### src/rtl/gpio_bank_pkg.sv
package gpio_bank_pkg;
  typedef enum logic [1:0] {
    REG_PIN = 2'd0,
    REG_SET = 2'd1,
    REG_CLR = 2'd2,
    REG_DIR = 2'd3
  } reg_sel_e;

  localparam int OUT_PLAIN    = 0;
  localparam int OUT_SET_ONLY = 1;
  localparam int OUT_SET_CLR  = 2;

  localparam int DIR_NONE     = 0;
  localparam int DIR_OUT_HI   = 1;
  localparam int DIR_IN_HI    = 2;
endpackage

### src/rtl/gpio_bitmap.sv
module gpio_bitmap #(
  parameter int WIDTH      = 32,
  parameter bit BIG_ENDIAN = 1'b0
) (
  input  logic [WIDTH-1:0] a_i,
  output logic [WIDTH-1:0] b_o
);
  // reversal is its own inverse, so one instance serves both directions
  for (genvar n = 0; n < WIDTH; n++) begin : g_bit
    if (BIG_ENDIAN) begin : g_rev
      assign b_o[n] = a_i[WIDTH-1-n];
    end else begin : g_str
      assign b_o[n] = a_i[n];
    end
  end
endmodule

### src/rtl/gpio_sync.sv
module gpio_sync #(
  parameter int WIDTH = 32
) (
  input  logic             clk_i,
  input  logic             rst_ni,
  input  logic [WIDTH-1:0] d_i,
  output logic [WIDTH-1:0] q_o
);
  logic [WIDTH-1:0] meta_q, sync_q;

  always_ff @(posedge clk_i or negedge rst_ni) begin
    if (!rst_ni) begin
      meta_q <= '0;
      sync_q <= '0;
    end else begin
      meta_q <= d_i;
      sync_q <= meta_q;
    end
  end

  assign q_o = sync_q;

  // warm-up counter keeps $past inside the post-reset window
  logic [1:0] warm_q;
  always_ff @(posedge clk_i or negedge rst_ni) begin
    if (!rst_ni)              warm_q <= '0;
    else if (warm_q != 2'd3)  warm_q <= warm_q + 2'd1;
  end

  p_sync_depth_r3: assert property (@(posedge clk_i) disable iff (!rst_ni)
    (warm_q == 2'd3) |-> (q_o == $past(d_i, 2)));
endmodule

### src/rtl/gpio_out_regs.sv
module gpio_out_regs
  import gpio_bank_pkg::*;
#(
  parameter int WIDTH    = 32,
  parameter int OUT_MODE = OUT_SET_CLR,
  parameter int DIR_MODE = DIR_OUT_HI
) (
  input  logic             clk_i,
  input  logic             rst_ni,
  input  logic             wr_en_i,
  input  reg_sel_e         sel_i,
  input  logic [WIDTH-1:0] wdata_i,
  output logic [WIDTH-1:0] out_o,
  output logic [WIDTH-1:0] dir_o,
  output logic [WIDTH-1:0] oe_o
);
  localparam logic [WIDTH-1:0] DIR_RST = (DIR_MODE == DIR_IN_HI) ? '1 : '0;

  logic [WIDTH-1:0] out_q, out_d;
  logic [WIDTH-1:0] set_mask, clr_mask;

  assign set_mask = (wr_en_i && sel_i == REG_SET) ? wdata_i : '0;
  assign clr_mask = (wr_en_i && sel_i == REG_CLR) ? wdata_i : '0;

  always_comb begin
    out_d = out_q;
    case (OUT_MODE)
      OUT_PLAIN:    if (wr_en_i && sel_i == REG_PIN) out_d = wdata_i;
      OUT_SET_ONLY: if (wr_en_i && sel_i == REG_SET) out_d = wdata_i;
      default:      out_d = (out_q | set_mask) & ~clr_mask; // clear wins
    endcase
  end

  always_ff @(posedge clk_i or negedge rst_ni) begin
    if (!rst_ni) out_q <= '0;
    else         out_q <= out_d;
  end

  assign out_o = out_q;

  if (DIR_MODE == DIR_NONE) begin : g_no_dir
    assign dir_o = '0;
    assign oe_o  = '1;
  end else begin : g_dir
    logic [WIDTH-1:0] dir_q;
    always_ff @(posedge clk_i or negedge rst_ni) begin
      if (!rst_ni)                           dir_q <= DIR_RST;
      else if (wr_en_i && sel_i == REG_DIR)  dir_q <= wdata_i;
    end
    assign dir_o = dir_q;
    if (DIR_MODE == DIR_OUT_HI) begin : g_out_hi
      assign oe_o = dir_q;
    end else begin : g_in_hi
      assign oe_o = ~dir_q;
    end

    p_dir_out_hi_r8: assert property (@(posedge clk_i) disable iff (!rst_ni)
      (DIR_MODE == DIR_OUT_HI && wr_en_i && sel_i == REG_DIR) |=> (oe_o == $past(wdata_i)));
    p_dir_in_hi_r9: assert property (@(posedge clk_i) disable iff (!rst_ni)
      (DIR_MODE == DIR_IN_HI && wr_en_i && sel_i == REG_DIR) |=> (oe_o == ~$past(wdata_i)));
    p_dir_idle_r13: assert property (@(posedge clk_i) disable iff (!rst_ni)
      !wr_en_i |=> $stable(oe_o));
  end

  p_set_ones_r5: assert property (@(posedge clk_i) disable iff (!rst_ni)
    (OUT_MODE == OUT_SET_CLR && wr_en_i && sel_i == REG_SET)
      |=> ((out_o & $past(wdata_i)) == $past(wdata_i)));
  p_set_keep_r5: assert property (@(posedge clk_i) disable iff (!rst_ni)
    (OUT_MODE == OUT_SET_CLR && wr_en_i && sel_i == REG_SET)
      |=> ((out_o & ~$past(wdata_i)) == ($past(out_o) & ~$past(wdata_i))));
  p_clr_ones_r6: assert property (@(posedge clk_i) disable iff (!rst_ni)
    (OUT_MODE == OUT_SET_CLR && wr_en_i && sel_i == REG_CLR)
      |=> ((out_o & $past(wdata_i)) == '0));
  p_set_load_r7: assert property (@(posedge clk_i) disable iff (!rst_ni)
    (OUT_MODE == OUT_SET_ONLY && wr_en_i && sel_i == REG_SET) |=> (out_o == $past(wdata_i)));
  p_plain_load_r4: assert property (@(posedge clk_i) disable iff (!rst_ni)
    (OUT_MODE == OUT_PLAIN && wr_en_i && sel_i == REG_PIN) |=> (out_o == $past(wdata_i)));
  p_hold_idle_r13: assert property (@(posedge clk_i) disable iff (!rst_ni)
    !wr_en_i |=> $stable(out_o));
endmodule

### src/rtl/gpio_bank.sv
module gpio_bank
  import gpio_bank_pkg::*;
#(
  parameter int WIDTH        = 16,
  parameter int OUT_MODE     = OUT_SET_CLR,
  parameter int DIR_MODE     = DIR_IN_HI,
  parameter bit BIG_ENDIAN   = 1'b1,
  parameter bit SET_READABLE = 1'b1,
  parameter bit DIR_READABLE = 1'b1
) (
  input  logic             clk_i,
  input  logic             rst_ni,
  input  logic [1:0]       addr_i,
  input  logic             we_i,
  input  logic [WIDTH-1:0] wdata_i,
  input  logic             re_i,
  output logic [WIDTH-1:0] rdata_o,
  input  logic [WIDTH-1:0] gpio_in_i,
  output logic [WIDTH-1:0] gpio_out_o,
  output logic [WIDTH-1:0] gpio_oe_o
);
  localparam bit SET_RD = (OUT_MODE != OUT_PLAIN) && SET_READABLE;
  localparam bit DIR_RD = (DIR_MODE != DIR_NONE) && DIR_READABLE;

  if (!(WIDTH == 8 || WIDTH == 16 || WIDTH == 32 || WIDTH == 64)) begin : g_bad_width
    $error("gpio_bank: WIDTH must be 8, 16, 32 or 64");
  end

  reg_sel_e         sel;
  logic [WIDTH-1:0] out_reg, dir_reg, oe_reg;
  logic [WIDTH-1:0] in_sync_pin, in_reg;
  logic [WIDTH-1:0] rd_val, rdata_q;

  assign sel = reg_sel_e'(addr_i);

  gpio_out_regs #(
    .WIDTH   (WIDTH),
    .OUT_MODE(OUT_MODE),
    .DIR_MODE(DIR_MODE)
  ) u_regs (
    .clk_i  (clk_i),
    .rst_ni (rst_ni),
    .wr_en_i(we_i),
    .sel_i  (sel),
    .wdata_i(wdata_i),
    .out_o  (out_reg),
    .dir_o  (dir_reg),
    .oe_o   (oe_reg)
  );

  gpio_sync #(.WIDTH(WIDTH)) u_sync (
    .clk_i (clk_i),
    .rst_ni(rst_ni),
    .d_i   (gpio_in_i),
    .q_o   (in_sync_pin)
  );

  gpio_bitmap #(.WIDTH(WIDTH), .BIG_ENDIAN(BIG_ENDIAN)) u_map_in (
    .a_i(in_sync_pin), .b_o(in_reg)
  );
  gpio_bitmap #(.WIDTH(WIDTH), .BIG_ENDIAN(BIG_ENDIAN)) u_map_out (
    .a_i(out_reg), .b_o(gpio_out_o)
  );
  gpio_bitmap #(.WIDTH(WIDTH), .BIG_ENDIAN(BIG_ENDIAN)) u_map_oe (
    .a_i(oe_reg), .b_o(gpio_oe_o)
  );

  always_comb begin
    case (sel)
      REG_PIN: rd_val = in_reg;
      REG_SET: rd_val = SET_RD ? out_reg : '0;
      REG_DIR: rd_val = DIR_RD ? dir_reg : '0;
      default: rd_val = '0;
    endcase
  end

  always_ff @(posedge clk_i or negedge rst_ni) begin
    if (!rst_ni)   rdata_q <= '0;
    else if (re_i) rdata_q <= rd_val;
  end

  assign rdata_o = rdata_q;

  p_rdata_hold_r2: assert property (@(posedge clk_i) disable iff (!rst_ni)
    !re_i |=> $stable(rdata_o));
  p_clr_reads_zero_r12: assert property (@(posedge clk_i) disable iff (!rst_ni)
    (re_i && sel == REG_CLR) |=> (rdata_o == '0));
endmodule

### config.mk
export PLATFORM = sky130hd
export DESIGN_NAME = gpio_bank
export DESIGN_NICKNAME = d
export VERILOG_FILES = /design/src/rtl/gpio_bank_pkg.sv /design/src/rtl/gpio_bitmap.sv /design/src/rtl/gpio_sync.sv /design/src/rtl/gpio_out_regs.sv /design/src/rtl/gpio_bank.sv
export SDC_FILE = /design/constraint.sdc
export NUM_CORES = 1
export LEC_CHECK = 0
export ABC_AREA = 1
export BUFFER_PORTS_ARGS = -buffer_cell sky130_fd_sc_hd__buf_2
export CORE_MARGIN = 2
export CORE_UTILIZATION = 36
export DETAILED_ROUTE_END_ITERATION = 10
export HOLD_SLACK_MARGIN = 0.15
export PLACE_DENSITY = 0.56
export SLEW_MARGIN = 0
export SYNTH_ARGS = -nofsm -noshare
export SYNTH_HDL_FRONTEND = slang
export SYNTH_SLANG_ARGS = --single-unit
### constraint.sdc
create_clock -name clk_i -period 2.54 [get_ports clk_i]
set_clock_uncertainty 0.2 [all_clocks]
set_input_delay 0.508 -clock clk_i [delete_from_list [all_inputs] [get_ports clk_i]]
set_output_delay 0.508 -clock clk_i [all_outputs]
set_load 0.01 [all_outputs]
# Yosys cells after proc, flatten, opt, wreduce, memory -nomap -nowiden
# Index checks and enable logic that the tools add are counted.
[op_classes]
n_mux = 3
n_reduce_logical = 4
eq_ne = 3
n_bitwise = 4
[op_table]
columns = ["operator", "count"]
rows = [
  ["16-bit case mux with 3 select lines", 1],
  ["16-bit two-way mux", 2],
  ["16-bit NOT", 2],
  ["16-bit AND", 1],
  ["16-bit OR", 1],
  ["2-bit == test, second input constant", 2],
  ["1-bit logical AND", 3],
  ["2-bit by 1-bit == test with 1-bit output, second input constant", 1],
  ["2-bit zero test", 1],
]
[word_totals]
reg_bits = 80
word_cells = 19
output_inout_bits = 48
input_bits = 38

# Logic depth before layout (Yosys ltp)
[logic_depth]
ltp_word = 5
mapped_depth = 7
mapped_depth_nobuf = 5

# Cells and area by module
# From an unflattened synthesis, not the netlist that was laid out.
[unflattened]
cells_unflattened = 395
hier_area_um2 = 3773.6
[by_module_without_submodules]
columns = ["module", "seq_area_each_um2", "area_per_inst_um2", "n_inst", "cells_per_inst"]
rows = [
  ["gpio_out_regs", 820.8, 1579.0, 1, 173],
  ["gpio_bank", 400.4, 1033.5, 1, 142],
  ["gpio_sync", 800.8, 800.8, 1, 32],
  ["gpio_bitmap", 0.0, 120.1, 3, 16],
]

# Least setup slack after synthesis
# Ideal clock, no wire load.
[synth_timing]
kind = "input to register"
from = "input we_i"
to = "register u_regs.out_q[10] (netlist: u_regs.out_o[10])"
arrival_time_ps = 1208
n_path_buf = 2
slack_ps = 1055
required_ps = 2263
path_stages = 4
setup_ps = 77
cell_sequence = "buf_2 > clkbuf_1 > nand3_1 > a21oi_1"
[synth_via]
elab_chain_len = 4
elab_cells_between_ends = 7
cone_classes = "mux: 2; bitwise: 3; reduce/logical: 2"
[synth_lines]
columns = ["item", "line_no", "text"]
rows = [
  ["start: declaration", "gpio_bank.sv:14", "input logic we_i,"],
  ["1-bit logical AND, on equally long branches", "gpio_out_regs.sv:22, gpio_out_regs.sv:23", ""],
  ["16-bit two-way mux, on equally long branches", "gpio_out_regs.sv:22, gpio_out_regs.sv:23", ""],
  ["16-bit OR / 16-bit NOT (equally long branches)", "gpio_out_regs.sv:30", "default: out_d = (out_q | set_mask) & ~clr_mask;"],
  ["16-bit AND (*)", "gpio_out_regs.sv:30", ""],
  ["net u_regs.out_d[10]", "gpio_out_regs.sv:19", "logic [WIDTH-1:0] out_q, out_d;"],
  ["end signal: assignment", "gpio_out_regs.sv:36", "else out_q <= out_d;"],
  ["end: declaration", "gpio_out_regs.sv:19", ""],
]
# Mark *: on every way through the listed nets, which the timed path passes. The rest lies on a longest branch.
# A chain may end at the register's enable or synchronous reset.

# Worst setup path in the final report
[layout_timing]
from = "register u_regs.g_dir.dir_q[13] (netlist: u_regs.dir_o[13])"
to = "output gpio_oe_o[2]"
[layout_via]
elab_chain_len = 1
[layout_lines]
columns = ["item", "line_no", "text"]
rows = [
  ["start: declaration", "gpio_out_regs.sv:45", "logic [WIDTH-1:0] dir_q;"],
  ["start signal: assignment", "gpio_out_regs.sv:48", "else if (wr_en_i && sel_i == REG_DIR) dir_q <= wdata_i;"],
  ["16-bit NOT", "gpio_out_regs.sv:54", "assign oe_o = ~dir_q;"],
  ["end: declaration", "gpio_bank.sv:20", "output logic [WIDTH-1:0] gpio_oe_o"],
]
# No other way between the ends.

==> run summary <==
Status -> finished, final reports clean
Synth-to-layout area growth -> 25.0%
Synth Flop Type -> dfrtp_1
Post-DP Area -> 3750 sq um
Die Wd -> 99.7 microns
Clock sink total -> 80
Largest net degree at the start of global routing -> 51
Crit path DAT -> 1070 ps
Number of distinct library cells after synthesis -> 18
DR vias -> 2554
# Max-Cap Violations -> 0
Number of synthesized register bits -> 80
Period Utilization, post-route -> 0.701
Drt wl/cell -> 14.3 microns
Global-route wire length before repair -> 12900 microns
Wire length on met2 -> 3880 microns
NumNets Final -> 481
Syn Inst Count -> 345
CP Capture Type -> primary output
DIE AREA -> 9940 sq um
Starting Density -> 0.374
CP Launch Type -> flop
Total Power -> 2.98 mW
Number of port buffers -> 85
Clk buf depth -> 2
Compound-cell area share of the yosys netlist -> 0.0486
PwrDens -> 724 nW/um^2
Vias in the first global route -> 2585
Simple-gate share of the synthesized area -> 0.239
Worst slew pin tran -> 578 ps
Fmax -> 562 MHz
Die Height -> 99.7 microns
Routed vias/inst -> 4.59
Syn nets -> 383
Residual DRC -> 0
TritonCTS clock tree -> built
Synthesized area per cell -> 9.55 sq um
Sequential share of the synthesized area -> 0.614
Largest family of logic cells by synthesized area -> simple AND/OR/NAND/NOR gates
P_leak -> 2.12 nW
Final Max Tran Viols -> 0
Fin Setup TNS -> 0 ps
Worst-path clk slew -> 80 ps
Initial antenna violation count -> 0
Hold Violations, Final -> 0
Post-cts resize count -> 0
Worst-Skew Late Latency -> 340 ps
Layout cell share with drive strength beyond 1 -> 0.299
First-pass DRT Iterations -> 4
Final instance area -> 4120 sq um
EDFF count, synth -> 0
IO Pins -> 86
Proportion of synthesized area in mux cells -> 0
Post-layout minimum cycle time -> 1780 ps
Synth Cell Area -> 3300 sq um
Worst hold path class -> reg2reg
ANT nets after route -> 0
Unrepaired setup endpoints after global routing -> no
HPWL Detailed -> 5480 microns
Wl on met1 -> 3600 microns
Syn. warnings -> 0
Kind of critical path -> reg2out
Layout filler cell count -> 873
Gr usage total -> 0.169
Placer Congestion -> 0.773
Relative slew slack -> 0.615
Diodes inserted -> 0
Final wirelength -> 7920 microns
Iter 0 DRT Violations -> 153
CP Max Fanout -> 3
Async set-or-reset flop fraction in the synthesized netlist -> 1.00
Post-synthesis adder-cell area fraction -> 0
Num CTS Buffers -> 9
Post-synthesis xor/xnor area fraction -> 0
Final setup fails -> 0
Met3 wire len -> 379 microns
H-tree levels -> 3
Commonest non-fill, non-tap cell in the layout -> buf_2
Max Used Layer -> met4
WP data required -> 1830 ps
Core area -> 8810 sq um
Cell Rows -> 34
Commonest non-fill, non-tap cells in the layout -> 84 x buf_2, 80 x nand2_1, 64 x dfrtp_1
Gr ovfl total -> 0
Clk root buf -> clkbuf_8
Peak VDD IR -> 0.246 mV
==> synthesized netlist by cell type, types with 2 or more instances <==
library cell / number / area share
a21oi_1: 16 / 0.024
nand3_1: 54 / 0.082
buf_4: 2 / 0.0046
dfstp_2: 16 / 0.13
o21ai_1: 16 / 0.024
buf_6: 5 / 0.017
nand2_1: 80 / 0.091
nor2_1: 16 / 0.018
nor2_4: 2 / 0.0068
buf_2: 6 / 0.0091
clkbuf_1: 4 / 0.0046
nand3_2: 10 / 0.030
inv_1: 49 / 0.056
dfrtp_1: 64 / 0.49
nand3_4: 2 / 0.011
==> cell type report <==
class	instances	area, sq um	area share
tap	108	135	0.0328
timing repair buffer	105	636	0.154
clock buffer	13	169	0.0410
inverter	51	194	0.0471
sequential	80	2020	0.491
clock inverter	3	15.0	0.00365
multi-input combinational	196	948	0.230
==> cell families (layout without fill, tap and decap cells) <==
group | count (synthesis) | count (layout)
buffers and inverters | 69 | 172
flip-flops | 80 | 80
AND/OR/NAND/NOR | 164 | 164
AO/OA/AOI/OAI | 32 | 32
==> flip-flops by register name, summed over array words and instances, names as in the netlist <==
name / flops
u_sync.q_o: 16
rdata_o: 16
u_sync.meta_q: 16
u_regs.dir_o: 16
u_regs.out_o: 16
==> where the power goes <==
group          internal (mW)  switching, mW  total [mW]
combinational          0.223          0.310       0.532
sequential              1.46          0.117        1.57
clock                  0.432          0.445       0.876
total                   2.11          0.872        2.98
==> worst max-delay path, stage by stage, from the launching register on <==
cell and delay (ps):
dfstp_2 560, inv_1 50, buf_2 130
==> final timing paths <==
check | startpoint | end | slack (ps) | cells past startpoint
worst max-delay path | u_regs.dir_o[13] | gpio_oe_o[2] | 760 | 2
worst min-delay path | u_sync.meta_q[4] | u_sync.q_o[4] | 150 | 0
worst max register to register | u_sync.meta_q[9] | u_sync.q_o[9] | 1300 | 1
worst min register to register | u_sync.meta_q[4] | u_sync.q_o[4] | 150 | 0
max in group asynchronous | rst_ni | u_regs.dir_o[2] | 1050 | 3
min in group asynchronous | rst_ni | u_sync.meta_q[12] | 440 | 2
==> metrics by stage <==
step                worst slack, ps  hold WS [ps]   util  std cells
floorplan                      1050          12.4      -        345
global placement                551           132  0.426        522
detailed placement              519           135  0.426        522
CTS                             743           151  0.468        556
global route                    700           158  0.468        556
finish                          760           150  0.468        556
==> layer usage <==
| layer | vias to the layer above | track usage |
|---|---|---|
| met5 | - | 0 |
| met4 | 0 | 0.0569 |
| met3 | 8 | 0.0365 |
| met2 | 63 | 0.273 |
| met1 | 1209 | 0.227 |
| li1 | 1274 | - |
==> timing repair <==
item | in CTS | in global routing
hold buffers | 18 | 0
hold endpoints to repair | 41 | 0
setup buffers | 0 | 0
(Power assumes the default switching activity.)
